## src/rtl/irq_msg_pkg.sv

```systemverilog
package irq_msg_pkg;
  localparam int REG_W = 32;

  typedef enum logic [2:0] {
    RA_ENABLE  = 3'd0,
    RA_PENDING = 3'd1,
    RA_LEVEL   = 3'd2,
    RA_REQUEST = 3'd3,
    RA_TARGET  = 3'd4
  } reg_sel_e;
endpackage

```

## src/rtl/irq_edge_capture.sv

```systemverilog
module irq_edge_capture #(
  parameter int NL = 11,
  parameter logic [NL-1:0] IMPL = '1
) (
  input  logic          clk,
  input  logic          rst,
  input  logic [NL-1:0] lines,
  input  logic [NL-1:0] enable,
  input  logic          clr_pend,
  input  logic          clr_req,
  output logic [NL-1:0] pend_bits,
  output logic [NL-1:0] req_bits,
  output logic          new_req
);
  logic [NL-1:0] fresh;

  for (genvar i = 0; i < NL; i++) begin : g_line
    if (IMPL[i]) begin : g_on
      logic prev_q, pend_q, req_q, chg, req_kept;
      assign chg      = lines[i] ^ prev_q;
      assign req_kept = req_q & ~clr_req;
      always_ff @(posedge clk) begin
        if (rst) begin
          prev_q <= 1'b0;
          pend_q <= 1'b0;
          req_q  <= 1'b0;
        end else begin
          prev_q <= lines[i];
          pend_q <= (pend_q & ~clr_pend) | chg;
          req_q  <= req_kept | (chg & enable[i]);
        end
      end
      assign pend_bits[i] = pend_q;
      assign req_bits[i]  = req_q;
      assign fresh[i]     = chg & enable[i] & ~req_kept;
    end else begin : g_off
      assign pend_bits[i] = 1'b0;
      assign req_bits[i]  = 1'b0;
      assign fresh[i]     = 1'b0;
    end
  end

  assign new_req = |fresh;
endmodule

```

## src/rtl/irq_msg_launcher.sv

```systemverilog
module irq_msg_launcher #(
  parameter int W  = 32,
  parameter int DB = 5
) (
  input  logic         clk,
  input  logic         rst,
  input  logic         trig,
  input  logic [W-1:0] target,
  input  logic         ack,
  output logic         valid,
  output logic [W-1:0] addr,
  output logic [W-1:0] data
);
  logic busy_q, again_q, launch;

  assign launch = busy_q ? (ack && (again_q || trig)) : trig;

  always_ff @(posedge clk) begin
    if (rst) begin
      busy_q  <= 1'b0;
      again_q <= 1'b0;
      addr    <= '0;
      data    <= '0;
    end else begin
      if (!busy_q)  busy_q <= trig;
      else if (ack) busy_q <= again_q || trig;

      if (busy_q && ack)       again_q <= 1'b0;
      else if (busy_q && trig) again_q <= 1'b1;

      if (launch) begin
        addr <= {target[W-1:DB], {DB{1'b0}}};
        data <= {{(W-DB){1'b0}}, target[DB-1:0]};
      end
    end
  end

  assign valid = busy_q;
endmodule

```

## src/rtl/irq_msg_regs.sv

```systemverilog
module irq_msg_regs
  import irq_msg_pkg::*;
#(
  parameter int NL = 11,
  parameter logic [NL-1:0] IMPL = '1
) (
  input  logic             clk,
  input  logic             rst,
  input  logic             wr,
  input  logic             rd,
  input  logic [2:0]       addr,
  input  logic [REG_W-1:0] wdata,
  input  logic [NL-1:0]    lines,
  input  logic [NL-1:0]    pend_bits,
  input  logic [NL-1:0]    req_bits,
  output logic [NL-1:0]    enable,
  output logic [REG_W-1:0] target,
  output logic             clr_pend,
  output logic             clr_req,
  output logic [REG_W-1:0] rdata,
  output logic             rvalid
);
  localparam int PADW = REG_W - NL;

  reg_sel_e         sel;
  logic [REG_W-1:0] mux;

  assign sel      = reg_sel_e'(addr);
  assign clr_pend = rd && (sel == RA_PENDING);
  assign clr_req  = rd && (sel == RA_REQUEST);

  always_comb begin
    case (sel)
      RA_ENABLE:  mux = {{PADW{1'b0}}, enable};
      RA_PENDING: mux = {{PADW{1'b0}}, pend_bits};
      RA_LEVEL:   mux = {{PADW{1'b0}}, lines};
      RA_REQUEST: mux = {{PADW{1'b0}}, req_bits};
      RA_TARGET:  mux = target;
      default:    mux = '0;
    endcase
  end

  always_ff @(posedge clk) begin
    if (rst) begin
      enable <= '0;
      target <= '0;
      rdata  <= '0;
      rvalid <= 1'b0;
    end else begin
      rvalid <= rd;
      if (rd) rdata <= mux;
      if (wr && sel == RA_ENABLE) enable <= wdata[NL-1:0] & IMPL;
      if (wr && sel == RA_TARGET) target <= wdata;
    end
  end
endmodule

```

## src/rtl/irq_msg_agg.sv

```systemverilog
module irq_msg_agg
  import irq_msg_pkg::*;
#(
  parameter int NUM_LINES = 11,
  parameter logic [NUM_LINES-1:0] IMPL_MASK = 11'h5FF,
  parameter int DATA_BITS = 5
) (
  input  logic                 clk,
  input  logic                 rst,
  input  logic [NUM_LINES-1:0] irq_in,
  input  logic                 reg_wr,
  input  logic                 reg_rd,
  input  logic [2:0]           reg_addr,
  input  logic [REG_W-1:0]     reg_wdata,
  output logic [REG_W-1:0]     reg_rdata,
  output logic                 reg_rvalid,
  input  logic                 sw_fire,
  output logic                 msg_valid,
  output logic [REG_W-1:0]     msg_addr,
  output logic [REG_W-1:0]     msg_data,
  input  logic                 msg_ack
);
  logic [NUM_LINES-1:0] enable, pend_bits, req_bits;
  logic [REG_W-1:0]     target;
  logic                 clr_pend, clr_req, new_req;

  irq_msg_regs #(.NL(NUM_LINES), .IMPL(IMPL_MASK)) u_regs (
    .clk(clk), .rst(rst), .wr(reg_wr), .rd(reg_rd), .addr(reg_addr),
    .wdata(reg_wdata), .lines(irq_in), .pend_bits(pend_bits),
    .req_bits(req_bits), .enable(enable), .target(target),
    .clr_pend(clr_pend), .clr_req(clr_req), .rdata(reg_rdata),
    .rvalid(reg_rvalid)
  );

  irq_edge_capture #(.NL(NUM_LINES), .IMPL(IMPL_MASK)) u_edges (
    .clk(clk), .rst(rst), .lines(irq_in), .enable(enable),
    .clr_pend(clr_pend), .clr_req(clr_req), .pend_bits(pend_bits),
    .req_bits(req_bits), .new_req(new_req)
  );

  irq_msg_launcher #(.W(REG_W), .DB(DATA_BITS)) u_launch (
    .clk(clk), .rst(rst), .trig(new_req | sw_fire), .target(target),
    .ack(msg_ack), .valid(msg_valid), .addr(msg_addr), .data(msg_data)
  );
endmodule

```

## config.mk

```make
export PLATFORM = sky130hd
export DESIGN_NAME = irq_msg_agg
export DESIGN_NICKNAME = d
export VERILOG_FILES = /design/src/rtl/irq_msg_pkg.sv /design/src/rtl/irq_edge_capture.sv /design/src/rtl/irq_msg_launcher.sv /design/src/rtl/irq_msg_regs.sv /design/src/rtl/irq_msg_agg.sv
export SDC_FILE = /design/constraint.sdc
export NUM_CORES = 1
export LEC_CHECK = 0
export BUFFER_PORTS_ARGS = -buffer_cell sky130_fd_sc_hd__buf_4
export CORE_ASPECT_RATIO = 2
export CORE_UTILIZATION = 35
export CTS_BUF_LIST = sky130_fd_sc_hd__clkbuf_4 sky130_fd_sc_hd__clkbuf_8
export DETAILED_ROUTE_END_ITERATION = 10
export GPL_TIMING_DRIVEN = 1
export PLACE_DENSITY_LB_ADDON = 0.1
export SYNTH_ARGS = -nofsm -noshare
export SYNTH_HDL_FRONTEND = slang
export SYNTH_HIERARCHICAL = 1
export SYNTH_SLANG_ARGS = --single-unit
```

## constraint.sdc

```tcl
create_clock -name clk -period 5.7 [get_ports clk]
set_clock_uncertainty 0.05 [all_clocks]
set_input_delay 0.855 -clock clk [delete_from_list [all_inputs] [get_ports clk]]
set_output_delay 0.855 -clock clk [all_outputs]
set_load 0.03 [all_outputs]
```

# Word level (Yosys, flattened, before mapping)
# Index checks and enable logic that the tools add are counted.
# W data, S select, Z words.
[word_totals]
ff_bits = 139
[classes]
muxes = 4
reduce_logical = 11
bitwise = 83
eq_ne = 4
[ops]
columns = ["operator", "n"]
rows = [
  ["$pmux W32 S5", 1],
  ["$and A1 B1 Y1", 40],
  ["$or A1 B1 Y1", 21],
  ["$not A1 Y1", 12],
  ["$reduce_or A10 Y1", 1],
  ["$xor A1 B1 Y1", 10],
  ["$logic_and A1 B1 Y1", 7],
  ["$eq A3 B2 Y1 const B", 2],
  ["$eq A3 B1 Y1 const B", 1],
  ["$eq A3 B3 Y1 const B", 1],
  ["$logic_not A3 Y1", 1],
  ["$mux W1", 3],
  ["$reduce_or A2 Y1", 1],
  ["$logic_or A1 B1 Y1", 1],
]

# Longest topological paths before layout
# Gate-level depths: netlist of the first run.
[depth]
depth_word = 11
mapped_depth = 13
depth_no_buf = 10

# Modules after synthesis
# The synthesis of the first run kept the hierarchy.
[modules_own_cells]
columns = ["module", "area_per_inst_um2", "cells_each", "instances", "seq_area_each_um2"]
rows = [
  ["irq_msg_regs", 3169.3, 377, 1, 1501.4],
  ["irq_msg_launcher", 1771.7, 181, 1, 680.7],
  ["irq_edge_capture", 1247.4, 142, 1, 600.6],
  ["irq_msg_agg", 6.3, 1, 1, 0.0],
]

# Worst setup path after synthesis of the first run
# No wires, ideal clock.
[synth_timing]
path_kind = "input to register"
startpoint = "input port reg_addr[2]"
endpoint = "register u_launch.addr[10]"
arrival_ns = 3.158
slack_ns = 2.373
setup_ns = 0.119
path_stages = 12
path_buffers = 3
cell_sequence = "buf_2 -> and2b_1 -> buf_4 -> and3_1 -> nor2b_1 -> o22ai_1 -> or4_1 -> or2_1 -> a21oi_2 -> a21oi_4 -> buf_8 -> mux2i_1"
[synth_between]
elab_chain_len = 11
elab_cells_between_ends = 38
cone_classes = "1 x eq/ne; 1 x mux; 32 x bitwise; 4 x reduce/logical"
[synth_lines]
columns = ["element", "line_no", "text"]
rows = [
  ["start: declaration", "irq_msg_agg.sv:13", "input logic [2:0] reg_addr,"],
  ["$eq A3 B2 Y1 *", "irq_msg_regs.sv:30", "assign clr_req = rd && (sel == RA_REQUEST);"],
  ["$logic_and A1 B1 Y1 *", "irq_msg_regs.sv:30", ""],
  ["net clr_req", "irq_msg_agg.sv:25", "logic clr_pend, clr_req, new_req;"],
  ["$not A1 Y1 *", "irq_edge_capture.sv:21", "assign req_kept = req_q & ~clr_req;"],
  ["$and A1 B1 Y1", "irq_edge_capture.sv:21", ""],
  ["$not A1 Y1", "irq_edge_capture.sv:35", "assign fresh[i] = chg & enable[i] & ~req_kept;"],
  ["$and A1 B1 Y1", "irq_edge_capture.sv:35", ""],
  ["$reduce_or A10 Y1 *", "irq_edge_capture.sv:43", "assign new_req = |fresh;"],
  ["net new_req", "irq_msg_agg.sv:25", ""],
  ["$or A1 B1 Y1 *", "irq_msg_agg.sv:42", ".clk(clk), .rst(rst), .trig(new_req | sw_fire), .target(target),"],
  ["$logic_or A1 B1 Y1", "irq_msg_launcher.sv:16", "assign launch = busy_q ? (ack && (again_q || trig)) : trig;"],
  ["$logic_and A1 B1 Y1", "irq_msg_launcher.sv:16", ""],
  ["$mux W1 *", "irq_msg_launcher.sv:16", ""],
  ["end signal: assignment", "irq_msg_launcher.sv:32", "addr <= {target[W-1:DB], {DB{1'b0}}};"],
  ["end: declaration", "irq_msg_launcher.sv:11", "output logic [W-1:0] addr,"],
]
# The timed path passes the listed nets; every way through them passes the cells marked *.
# A chain may end at the register's enable or synchronous reset.

# Final worst setup path of the first run
[layout_timing]
startpoint = "input port reg_addr[2]"
endpoint = "register u_launch.addr[13]"
# The elaborated chain is that of the path after synthesis.

==> results of run 1 <==
[registers in the layout, indices dropped and copies added, names as in the netlist]
signal	cells
u_regs/enable	10
u_launch/addr	27
u_launch/data	5
u_regs/target	32
u_edges/g_line.g_on.req_q	10
u_launch/again_q	1
u_regs/rdata	32
u_edges/g_line.g_on.prev_q	10
u_regs/rvalid	1
u_launch/valid	1
u_edges/g_line.g_on.pend_q	10
[final timing paths]
kind	start	to	cells past startpoint	slack, ns
max reg2reg	u_edges/g_line[6].g_on.prev_q	u_launch/addr[13]	9	3.10
min reg2reg	u_regs/target[2]	u_regs/target[2]	2	0.42
min	u_regs/target[2]	u_regs/target[2]	2	0.42
max	reg_addr[2]	u_launch/addr[13]	12	2.14
[metrics by stage]
step	total power, uW	setup WS [ns]	cells	hold slack [ns]
2_1_floorplan	1230	2.37	731	0.395
3_3_place_gp	1270	1.75	968	0.410
3_5_place_dp	1280	1.66	968	0.411
4_1_cts	2070	2.10	1000	0.422
5_1_grt	2130	1.87	1000	0.438
6_report	2040	2.14	1000	0.421
[power by group through the flow]
stage	Sequential (uW)	Clock [uW]	Combinational, uW
2_1_floorplan	1050	0	182
3_3_place_gp	1040	0	235
3_5_place_dp	1040	0	237
4_1_cts	1020	815	239
5_1_grt	1020	857	256
6_report	1010	789	236
[final cells by class]
cell class | instances | area, sq um | area share [%]
multi-input combinational | 493 | 2860 | 39.6
tap | 210 | 263 | 3.64
sequential | 139 | 2780 | 38.5
clock inverter | 13 | 128 | 1.77
timing repair buffer | 122 | 916 | 12.7
inverter | 4 | 15.0 | 0.208
clock buffer | 19 | 262 | 3.62
[worst min-delay path: stages (launching register included)]
cell,delay (ns)
sky130_fd_sc_hd__dfxtp_1,0.32
sky130_fd_sc_hd__nand2_1,0.05
sky130_fd_sc_hd__a21oi_1,0.05
[layer usage]
metal,up-vias,GRT usage [%]
met3,19,3.76
met4,0,7.41
met5,-,0
met1,2263,19.5
met2,114,34.9
li1,2387,-
==> metrics, run 1 <==
pwr/cell area=282 nW/um^2; GRT overflow=0; Max Buffers Root-to-Sink=2; number of max-slew violations in the final report=0; uppermost signal routing layer after detailed routing=met4; cell count after synthesis=699; Chip Height=approximately 190 um; wire length of the first global-routing pass=roughly 26000 um; core area=17300 sq um; number of warnings issued by yosys=6; outcome=complete, no violations; count of hold-fix buffers inserted at cts=0; placer's final routability congestion estimate=0.785; Detail Route Antenna Nets=0; netlist area before placement=6180 sq um; Worst setup SP type=input port; Worst Path Class, Setup=input port to flip-flop; area enclosed by the die boundary=about 18000 sq um; arrival time worst endpoint=3.86 ns; Post-Syn Area per Cell=a little under 9 sq um; largest net degree at the start of global routing=87; type of the tightest min-delay check=flip-flop to flip-flop; required time of the critical path=6.00 ns; CP cell instances=buf_4, and2b_1, and3_1, nand2b_1, nand3_1, nand4_1, or4_1, or2_1, a21oi_2, a21oi_4, buf_4, mux2i_1; number of design rule violations left after detail routing=0; DRT met1 WL=6270 um; highest-count cells in the layout ignoring fill and taps=sky130_fd_sc_hd__dfxtp_1 (139), sky130_fd_sc_hd__buf_4 (122), sky130_fd_sc_hd__nand2_1 (97), sky130_fd_sc_hd__a21oi_1 (85), sky130_fd_sc_hd__nand2b_1 (68); total routed wirelength=~16000 um; clock latency reported for the late side of the worst-skew pair=0.43 ns; Hold Violations, Final=0; initial antenna violation count=0; total vias in the final route=between 4k and 5k; average routed wire per standard cell=about 16 um; number of antenna diodes=0; clk root buf=sky130_fd_sc_hd__clkbuf_8; I/O pins=150; First DRT Iteration DRCs=about 170; FILL cells=between 1.5k and 2k; Final Core Density=a little over two fifths; setup bufs post-CTS=0; crit path capture type=flip-flop; transition time at the pin with the least slew margin=approximately 1.1 ns; All-Layer GR Usage=a little under a fifth; share of cells above drive strength 1=a little under a quarter; sw frac=28.3%; Gate power share=11.6%; worst stage delay on the critical path=0.57 ns; slowest stage cell on the critical path=sky130_fd_sc_hd__and2b_1; CTS Sinks=around 140; floorplan die width=96.0 um; highest clock frequency the design can meet=281 MHz; initial core utilization=between 30% and 40%; top cell family by delay on the critical path=simple AND/OR/NAND/NOR gates; Area growth, synth to finish=16.9%; DP HPWL=between 10000 and 15000 um; part of the power in registers=49.7%; TritonCTS clock tree=built; final setup vio count=0; VDD IR-drop max=around 0.12 mV; Avg Vias per Cell=~4.8; combined buffer and inverter count along the critical path=2; Finished Cell Area=~7200 sq um; final cycle utilization of the critical path=between 60% and 70%; static leakage=around 0.0030 uW; number of resized instances in the post-cts repair step=0; number of buffers added by the clock tree synthesis step=17; final critical-path required period=about 3.6 ns; internal cell power=~1500 uW; max-cap violation count=0; Clock Pin Slew Worst Setup and Hold Paths=0.08 ns; part of the total power dissipated in the clock network=38.7%; htree depth=4; Port-buffer cells=117; total number of placement rows=68; worst slew margin relative to its limit=24.0%; via count of the first global-routing pass=4732; crit path max fanout=17; Pre-Repair DR Iteration Count=4; leading cell type in the layout, fill and taps excluded=sky130_fd_sc_hd__dfxtp_1; Post-Place Cell Area=6840 sq um; sum of met3 wire segment lengths after detailed routing=602 um; final setup TNS=0 ns; RSZ-0062 raised after global routing=no; sw power=578 uW; layout net count=829; most common cell type on the critical path=sky130_fd_sc_hd__buf_4; total length of routed met2 wires=9150 um
No activity file was read; power rests on OpenSTA's default activity.
==> run 2: changes to the inputs <==
==> constraint.sdc (replaced) <==
create_clock -name clk -period 3.74 [get_ports clk]
set_clock_uncertainty 0.05 [all_clocks]
set_input_delay 0.561 -clock clk [delete_from_list [all_inputs] [get_ports clk]]
set_output_delay 0.561 -clock clk [all_outputs]
set_load 0.03 [all_outputs]
==> run 2 against run 1 <==
- cell count is 0.30% higher
- global-route usage rose by 0.43 points
- die area unchanged
- worst setup slack got worse by 1.1 ns
- hold slack lost 0.16 ns
- first-iteration DRC count increased by 5.2%
- power up 57%
- non-clock buffer count increased by 3
- critical path type unchanged
- critical endpoint is now u_launch/addr[10]
- largest power group unchanged
- highest routed layer unchanged
==> metrics, run 2 (synthesis results as in run 1) <==
outcome=complete, no violations (unchanged); cell count after placement=971 (was 968); Worst setup SP type=input port (unchanged); largest net degree at the start of global routing=100 (was 87); Hold Violations, Final=0 (unchanged); FILL cells=1807 (was 1814); Top Registers=u_regs/rdata: 32 flops, u_regs/target: 32 flops, u_launch/addr: 27 flops (unchanged); I/O pins=150 (unchanged); type of the tightest min-delay check=input port to flip-flop (was flip-flop to flip-flop); placer's final routability congestion estimate=0.839 (was 0.785); worst stage delay on the critical path=0.51 ns (was 0.57 ns); worst r2r dst=u_launch/addr[10] (was u_launch/addr[13]); number of max-slew violations in the final report=0 (unchanged); DP HPWL=11800 um (was 11600 um); number of buffers added by the clock tree synthesis step=17 (unchanged); number of resized instances in the post-cts repair step=0 (unchanged); crit path to=u_launch/addr[10] (was u_launch/addr[13]); final cycle utilization of the critical path=72.8%; Avg Vias per Cell=4.70 (was 4.78); crit path max fanout=32 (was 17); final critical-path required period=~2.7 ns; non-filler instance count after layout=1003 (was 1000); multi-input logic area=2860 sq um (unchanged); register cell area after layout=2780 sq um (unchanged); Clock Pin Slew Worst Setup and Hold Paths=0.08 ns (about the same); Pre-Repair DR Iteration Count=4 (unchanged); setup slack, reg-to-reg=1.39 ns (was 3.10 ns); total vias in the final route=4712 (was 4783); average routed wire per standard cell=16.6 um (was 16.4 um); source of the critical timing path=reg_addr[2] (unchanged); number of cells on the worst reg-to-reg path=9 (unchanged); Port-buffer cells=117 (unchanged); clock latency reported for the late side of the worst-skew pair=0.44 ns (was 0.43 ns); CTS Sinks=139 (unchanged); highest clock frequency the design can meet=around 370 MHz; CP cell instances=buf_4, and2b_1, and3_1, nor2b_1, o22ai_1, or4_1, or2_1, a21oi_2, a21oi_4, buf_4, mux2i_1 (was buf_4, and2b_1, and3_1, nand2b_1, nand3_1, nand4_1, or4_1, or2_1, a21oi_2, a21oi_4, buf_4, mux2i_1); RSZ-0062 raised after global routing=no (unchanged); GRT overflow=0 (unchanged); pwr/cell area=438 nW/um^2 (was 282 nW/um^2); total routed wirelength=16700 um (was 16400 um); max-cap violation count=0 (unchanged); via count of the first global-routing pass=4716 (was 4732); count of hold-fix buffers inserted at cts=0 (unchanged); transition time at the pin with the least slew margin=1.11 ns (was 1.14 ns); required time of the critical path=3.99 ns (was 6.00 ns); total number of placement rows=68 (unchanged); Max Buffers Root-to-Sink=2 (unchanged); final setup TNS=0 ns (unchanged); Chip Height=190 um (unchanged); worst slew margin relative to its limit=25.7% (was 24.0%); VDD IR-drop max=0.235 mV (was 0.122 mV); Worst Path Class, Setup=input port to flip-flop (unchanged); wire length of the first global-routing pass=25700 um (was 25600 um); Detail Route Antenna Nets=0 (unchanged); most common cell type on the critical path=sky130_fd_sc_hd__buf_4 (unchanged); core area=17300 sq um (unchanged); number of design rule violations left after detail routing=0 (unchanged); number of antenna diodes=0 (unchanged); clk root buf=sky130_fd_sc_hd__clkbuf_8 (unchanged); Reg2Reg Launch Point=u_edges/g_line[5].g_on.prev_q (was u_edges/g_line[6].g_on.prev_q); final setup vio count=0 (unchanged); First DRT Iteration DRCs=183 (was 174); slowest stage cell on the critical path=sky130_fd_sc_hd__or4_1 (was sky130_fd_sc_hd__and2b_1); highest-count cells in the layout ignoring fill and taps=sky130_fd_sc_hd__dfxtp_1 (139), sky130_fd_sc_hd__buf_4 (124), sky130_fd_sc_hd__nand2_1 (97), sky130_fd_sc_hd__a21oi_1 (85), sky130_fd_sc_hd__nand2b_1 (68) (was sky130_fd_sc_hd__dfxtp_1 (139), sky130_fd_sc_hd__buf_4 (122), sky130_fd_sc_hd__nand2_1 (97), sky130_fd_sc_hd__a21oi_1 (85), sky130_fd_sc_hd__nand2b_1 (68)); area enclosed by the die boundary=18200 sq um (unchanged); initial antenna violation count=0 (unchanged); share of cells above drive strength 1=23.5% (was 23.2%); crit path capture type=flip-flop (unchanged); TritonCTS clock tree=built (unchanged); initial core utilization=35.8% (unchanged); static leakage=0.00299 uW (was 0.00296 uW); setup bufs post-CTS=0 (unchanged); Area growth, synth to finish=17.8% (was 16.9%); arrival time worst endpoint=2.97 ns (was 3.86 ns); floorplan die width=96.0 um (unchanged); All-Layer GR Usage=19.1% (was 18.7%); layout net count=832 (was 829); htree depth=4 (unchanged); leading cell type in the layout, fill and taps excluded=sky130_fd_sc_hd__dfxtp_1 (unchanged)
==> run 2: changes by cell type in the layout (fill, tap and decap cells not counted), sizes merged <==
cell and change:
clkbuf -1, clkinv +5, clkinvlp -1, bufinv +2, inv -5, buf +3
==> run 2: worst min-delay path by stage <==
stage | start | endpoint | cells past startpoint
5_1_grt | msg_ack | u_launch/again_q | 2
3_5_place_dp | u_launch/data[0] | u_launch/data[0] | 2
6_report | msg_ack | u_launch/again_q | 2
2_1_floorplan | u_regs/target[0] | u_regs/target[0] | 2
3_3_place_gp | u_launch/data[2] | u_launch/data[2] | 2
4_1_cts | msg_ack | u_launch/again_q | 2
==> run 2: where the power goes <==
group	switching [uW]	internal (uW)	leakage, uW	total, uW
Sequential	27.6	1520	0.00113	1550
Combinational	225	139	0.00167	364
Clock	614	668	0.000195	1280
Total	867	2330	0.00299	3190
==> run 2: metrics by stage <==
stage / utilization [%] / area (sq um) / total power, uW / worst slack [ns] / hold WS (ns)
2_1_floorplan: - / 6300 / 1880 / 0.707 / 0.395
3_3_place_gp: 39.8 / 6870 / 1940 / 0.643 / 0.410
3_5_place_dp: 39.8 / 6870 / 1950 / 0.578 / 0.416
4_1_cts: 42.2 / 7290 / 3240 / 1.03 / 0.229
5_1_grt: 42.2 / 7290 / 3340 / 0.882 / 0.237
6_report: 42.2 / 7290 / 3190 / 1.02 / 0.265
==> run 2: final cells by class <==
class	count	area share, %
multi-input combinational	493	39.3
clock buffer	18	3.31
tap	210	3.61
timing repair buffer	125	13.0
inverter	4	0.206
clock inverter	14	2.37
sequential	139	38.2
==> run 2: critical path, delay by kind of cell <==
kind	cells	cell delay, ns
AND/OR/NAND/NOR	5	1.45
buffers and inverters	2	0.43
AO/OA/AOI/OAI	3	0.32
multiplexers	1	0.19
==> run 2: layer usage <==
layer	vias up	part of all wire (%)	track usage (%)
met1	2158	36	19.5
li1	2393	-	-
met5	-	0	0
met2	134	56	35.2
met3	27	4.2	4.68
met4	0	3.4	8.61
==> run 3: changes to the inputs <==
==> constraint.sdc (replaced) <==
create_clock -name clk -period 2.6 [get_ports clk]
set_clock_uncertainty 0.05 [all_clocks]
set_input_delay 0.39 -clock clk [delete_from_list [all_inputs] [get_ports clk]]
set_output_delay 0.39 -clock clk [all_outputs]
set_load 0.03 [all_outputs]
==> run 3 against run 2 <==
- sequential cell count is the same
- combinational power grew 52%
- via count grew 0.49%
- hold slack lost 0.18 ns
- global-route usage is essentially flat
- non-clock buffer count grew 19
- highest routed layer unchanged
- largest cell class unchanged
- first-iteration DRC count grew 2.7%
- critical endpoint is now u_launch/data[3]
- power grew 44%
- sequential share of layout area shrank 0.85 points
==> metrics, run 3 (synthesis results as in run 1) <==
clk root buf=sky130_fd_sc_hd__clkbuf_8 (unchanged); origin of the worst min-delay path=msg_ack (unchanged); layout net count=851 (was 832); Worst setup SP type=input port (unchanged); GRT overflow=0 (unchanged); wire length of the first global-routing pass=25900 um (was 25700 um); crit path max fanout=18 (was 32); Hold Violations, Final=0 (unchanged); slowest stage cell on the critical path=sky130_fd_sc_hd__or4_1 (unchanged); number of antenna diodes=0 (unchanged); initial core utilization=35.8% (unchanged); type of the tightest min-delay check=input port to flip-flop (unchanged); average routed wire per standard cell=16.2 um (was 16.6 um); static leakage=0.00311 uW (was 0.00299 uW); required time of the critical path=2.86 ns (was 3.99 ns); worst slew margin relative to its limit=54.3% (was 25.7%); total vias in the final route=4735 (was 4712); Reg2Reg Launch Point=u_edges/g_line[5].g_on.prev_q (unchanged); total routed wirelength=16600 um (was 16700 um); final setup vio count=0 (unchanged); arrival time worst endpoint=2.56 ns (was 2.97 ns); TritonCTS clock tree=built (unchanged); crit path capture type=flip-flop (unchanged); pwr/cell area=617 nW/um^2 (was 438 nW/um^2); total number of placement rows=68 (unchanged); number of buffers added by the clock tree synthesis step=17 (unchanged); highest-count cells in the layout ignoring fill and taps=sky130_fd_sc_hd__buf_4 (141), sky130_fd_sc_hd__dfxtp_1 (139), sky130_fd_sc_hd__nand2_1 (97), sky130_fd_sc_hd__a21oi_1 (85), sky130_fd_sc_hd__nand2b_1 (68) (was sky130_fd_sc_hd__dfxtp_1 (139), sky130_fd_sc_hd__buf_4 (124), sky130_fd_sc_hd__nand2_1 (97), sky130_fd_sc_hd__a21oi_1 (85), sky130_fd_sc_hd__nand2b_1 (68)); final critical-path required period=about 2.3 ns; Area growth, synth to finish=20.5% (was 17.8%); leading cell type in the layout, fill and taps excluded=sky130_fd_sc_hd__buf_4 (was sky130_fd_sc_hd__dfxtp_1); CP cell instances=buf_4, and2b_2, and3_4, nor2b_1, o22ai_1, or4_1, or2_1, a21oi_2, a21oi_4, buf_12, mux2i_1 (was buf_4, and2b_1, and3_1, nor2b_1, o22ai_1, or4_1, or2_1, a21oi_2, a21oi_4, buf_4, mux2i_1); Worst Path Class, Setup=input port to flip-flop (unchanged); Avg Vias per Cell=4.63 (was 4.70); Max Buffers Root-to-Sink=2 (unchanged); VDD IR-drop max=0.507 mV (was 0.235 mV); transition time at the pin with the least slew margin=0.682 ns (was 1.11 ns); htree depth=4 (unchanged); Pre-Repair DR Iteration Count=4 (unchanged); count of hold-fix buffers inserted at cts=0 (unchanged); via count of the first global-routing pass=4877 (was 4716); setup bufs post-CTS=0 (unchanged); area enclosed by the die boundary=18200 sq um (unchanged); number of resized instances in the post-cts repair step=0 (unchanged); I/O pins=150 (unchanged); placer's final routability congestion estimate=0.792 (was 0.839); Top Registers=u_regs/rdata: 32 flops, u_regs/target: 32 flops, u_launch/addr: 27 flops (unchanged); final cycle utilization of the critical path=around nine tenths; number of max-slew violations in the final report=0 (unchanged); All-Layer GR Usage=19.1% (about the same); CTS Sinks=139 (unchanged); source of the critical timing path=reg_addr[0] (was reg_addr[2]); largest net degree at the start of global routing=126 (was 100); total design power=4600 uW (was 3190 uW); DP HPWL=11800 um (about the same); clock latency reported for the late side of the worst-skew pair=0.44 ns (about the same); Port-buffer cells=117 (unchanged); initial antenna violation count=0 (unchanged); First DRT Iteration DRCs=188 (was 183); floorplan die width=96.0 um (unchanged); final setup TNS=0 ns (unchanged); Clock Pin Slew Worst Setup and Hold Paths=0.08 ns (about the same); Chip Height=190 um (unchanged); Final Core Density=43.2% (was 42.2%); RSZ-0062 raised after global routing=no (unchanged); worst stage delay on the critical path=0.50 ns (was 0.51 ns); core area=17300 sq um (unchanged); max-cap violation count=0 (unchanged); Detail Route Antenna Nets=0 (unchanged); number of design rule violations left after detail routing=0 (unchanged); outcome=complete, no violations (unchanged); share of cells above drive strength 1=25.5% (was 23.5%); highest clock frequency the design can meet=435 MHz
==> run 3: cell types whose count changed in the layout (fill, tap and decap cells not counted), moves of 2 or more <==
cell,change
sky130_fd_sc_hd__buf_12,+2
sky130_fd_sc_hd__buf_4,+17
sky130_fd_sc_hd__clkinv_2,+3
sky130_fd_sc_hd__clkinvlp_4,-2
==> run 3: final timing paths <==
kind                 endpoint  slack, ns  depth (start not counted)
max          u_launch/data[3]       0.30                         11
min          u_launch/again_q       0.09                          2
max reg2reg  u_launch/data[3]       0.39                          9
min reg2reg  u_regs/target[3]       0.43                          2
==> run 3: area by class of cell <==
cell class | instances | area, sq um
well taps | 210 | 263
inverters | 4 | 15.0
clock inverters | 15 | 173
fillers | 1747 | 9820
clock buffers | 17 | 234
flip-flops and latches | 139 | 2780
multi-input cells | 493 | 2870
repair buffers | 144 | 1120
==> run 3: per-layer routing <==
metal | vias to the layer above | wire length [um] | GRT usage [%]
li1 | 2424 | - | -
met1 | 2179 | 6090 | 19.6
met2 | 115 | 9310 | 35.2
met3 | 17 | 736 | 4.84
met4 | 0 | 412 | 7.92
met5 | - | 0 | 0
==> run 3: worst max-delay path: cells and delay by family <==
kind	cells	cell delay, ns
buffers and inverters	2	0.29
muxes	1	0.13
AOI/OAI and AO/OA	3	0.36
and+or+nand+nor	5	1.38
==> run 3: per-stage QoR <==
stage                     area (sq um)  instances  hold WS [ns]  worst slack [ns]
after floorplan                   6320        731         0.395            -0.115
after global placement            7050        990         0.410           -0.0821
after detailed placement          7050        990         0.415            -0.146
after CTS                         7450       1022        0.0496             0.312
after global routing              7450       1022        0.0653             0.163
final                             7450       1022        0.0893             0.300
==> run 3: where the power goes <==
part	internal, uW	switching [uW]	total [uW]
registers	2190	37.2	2220
clock network	947	874	1820
logic	224	330	554
total	3360	1240	4600
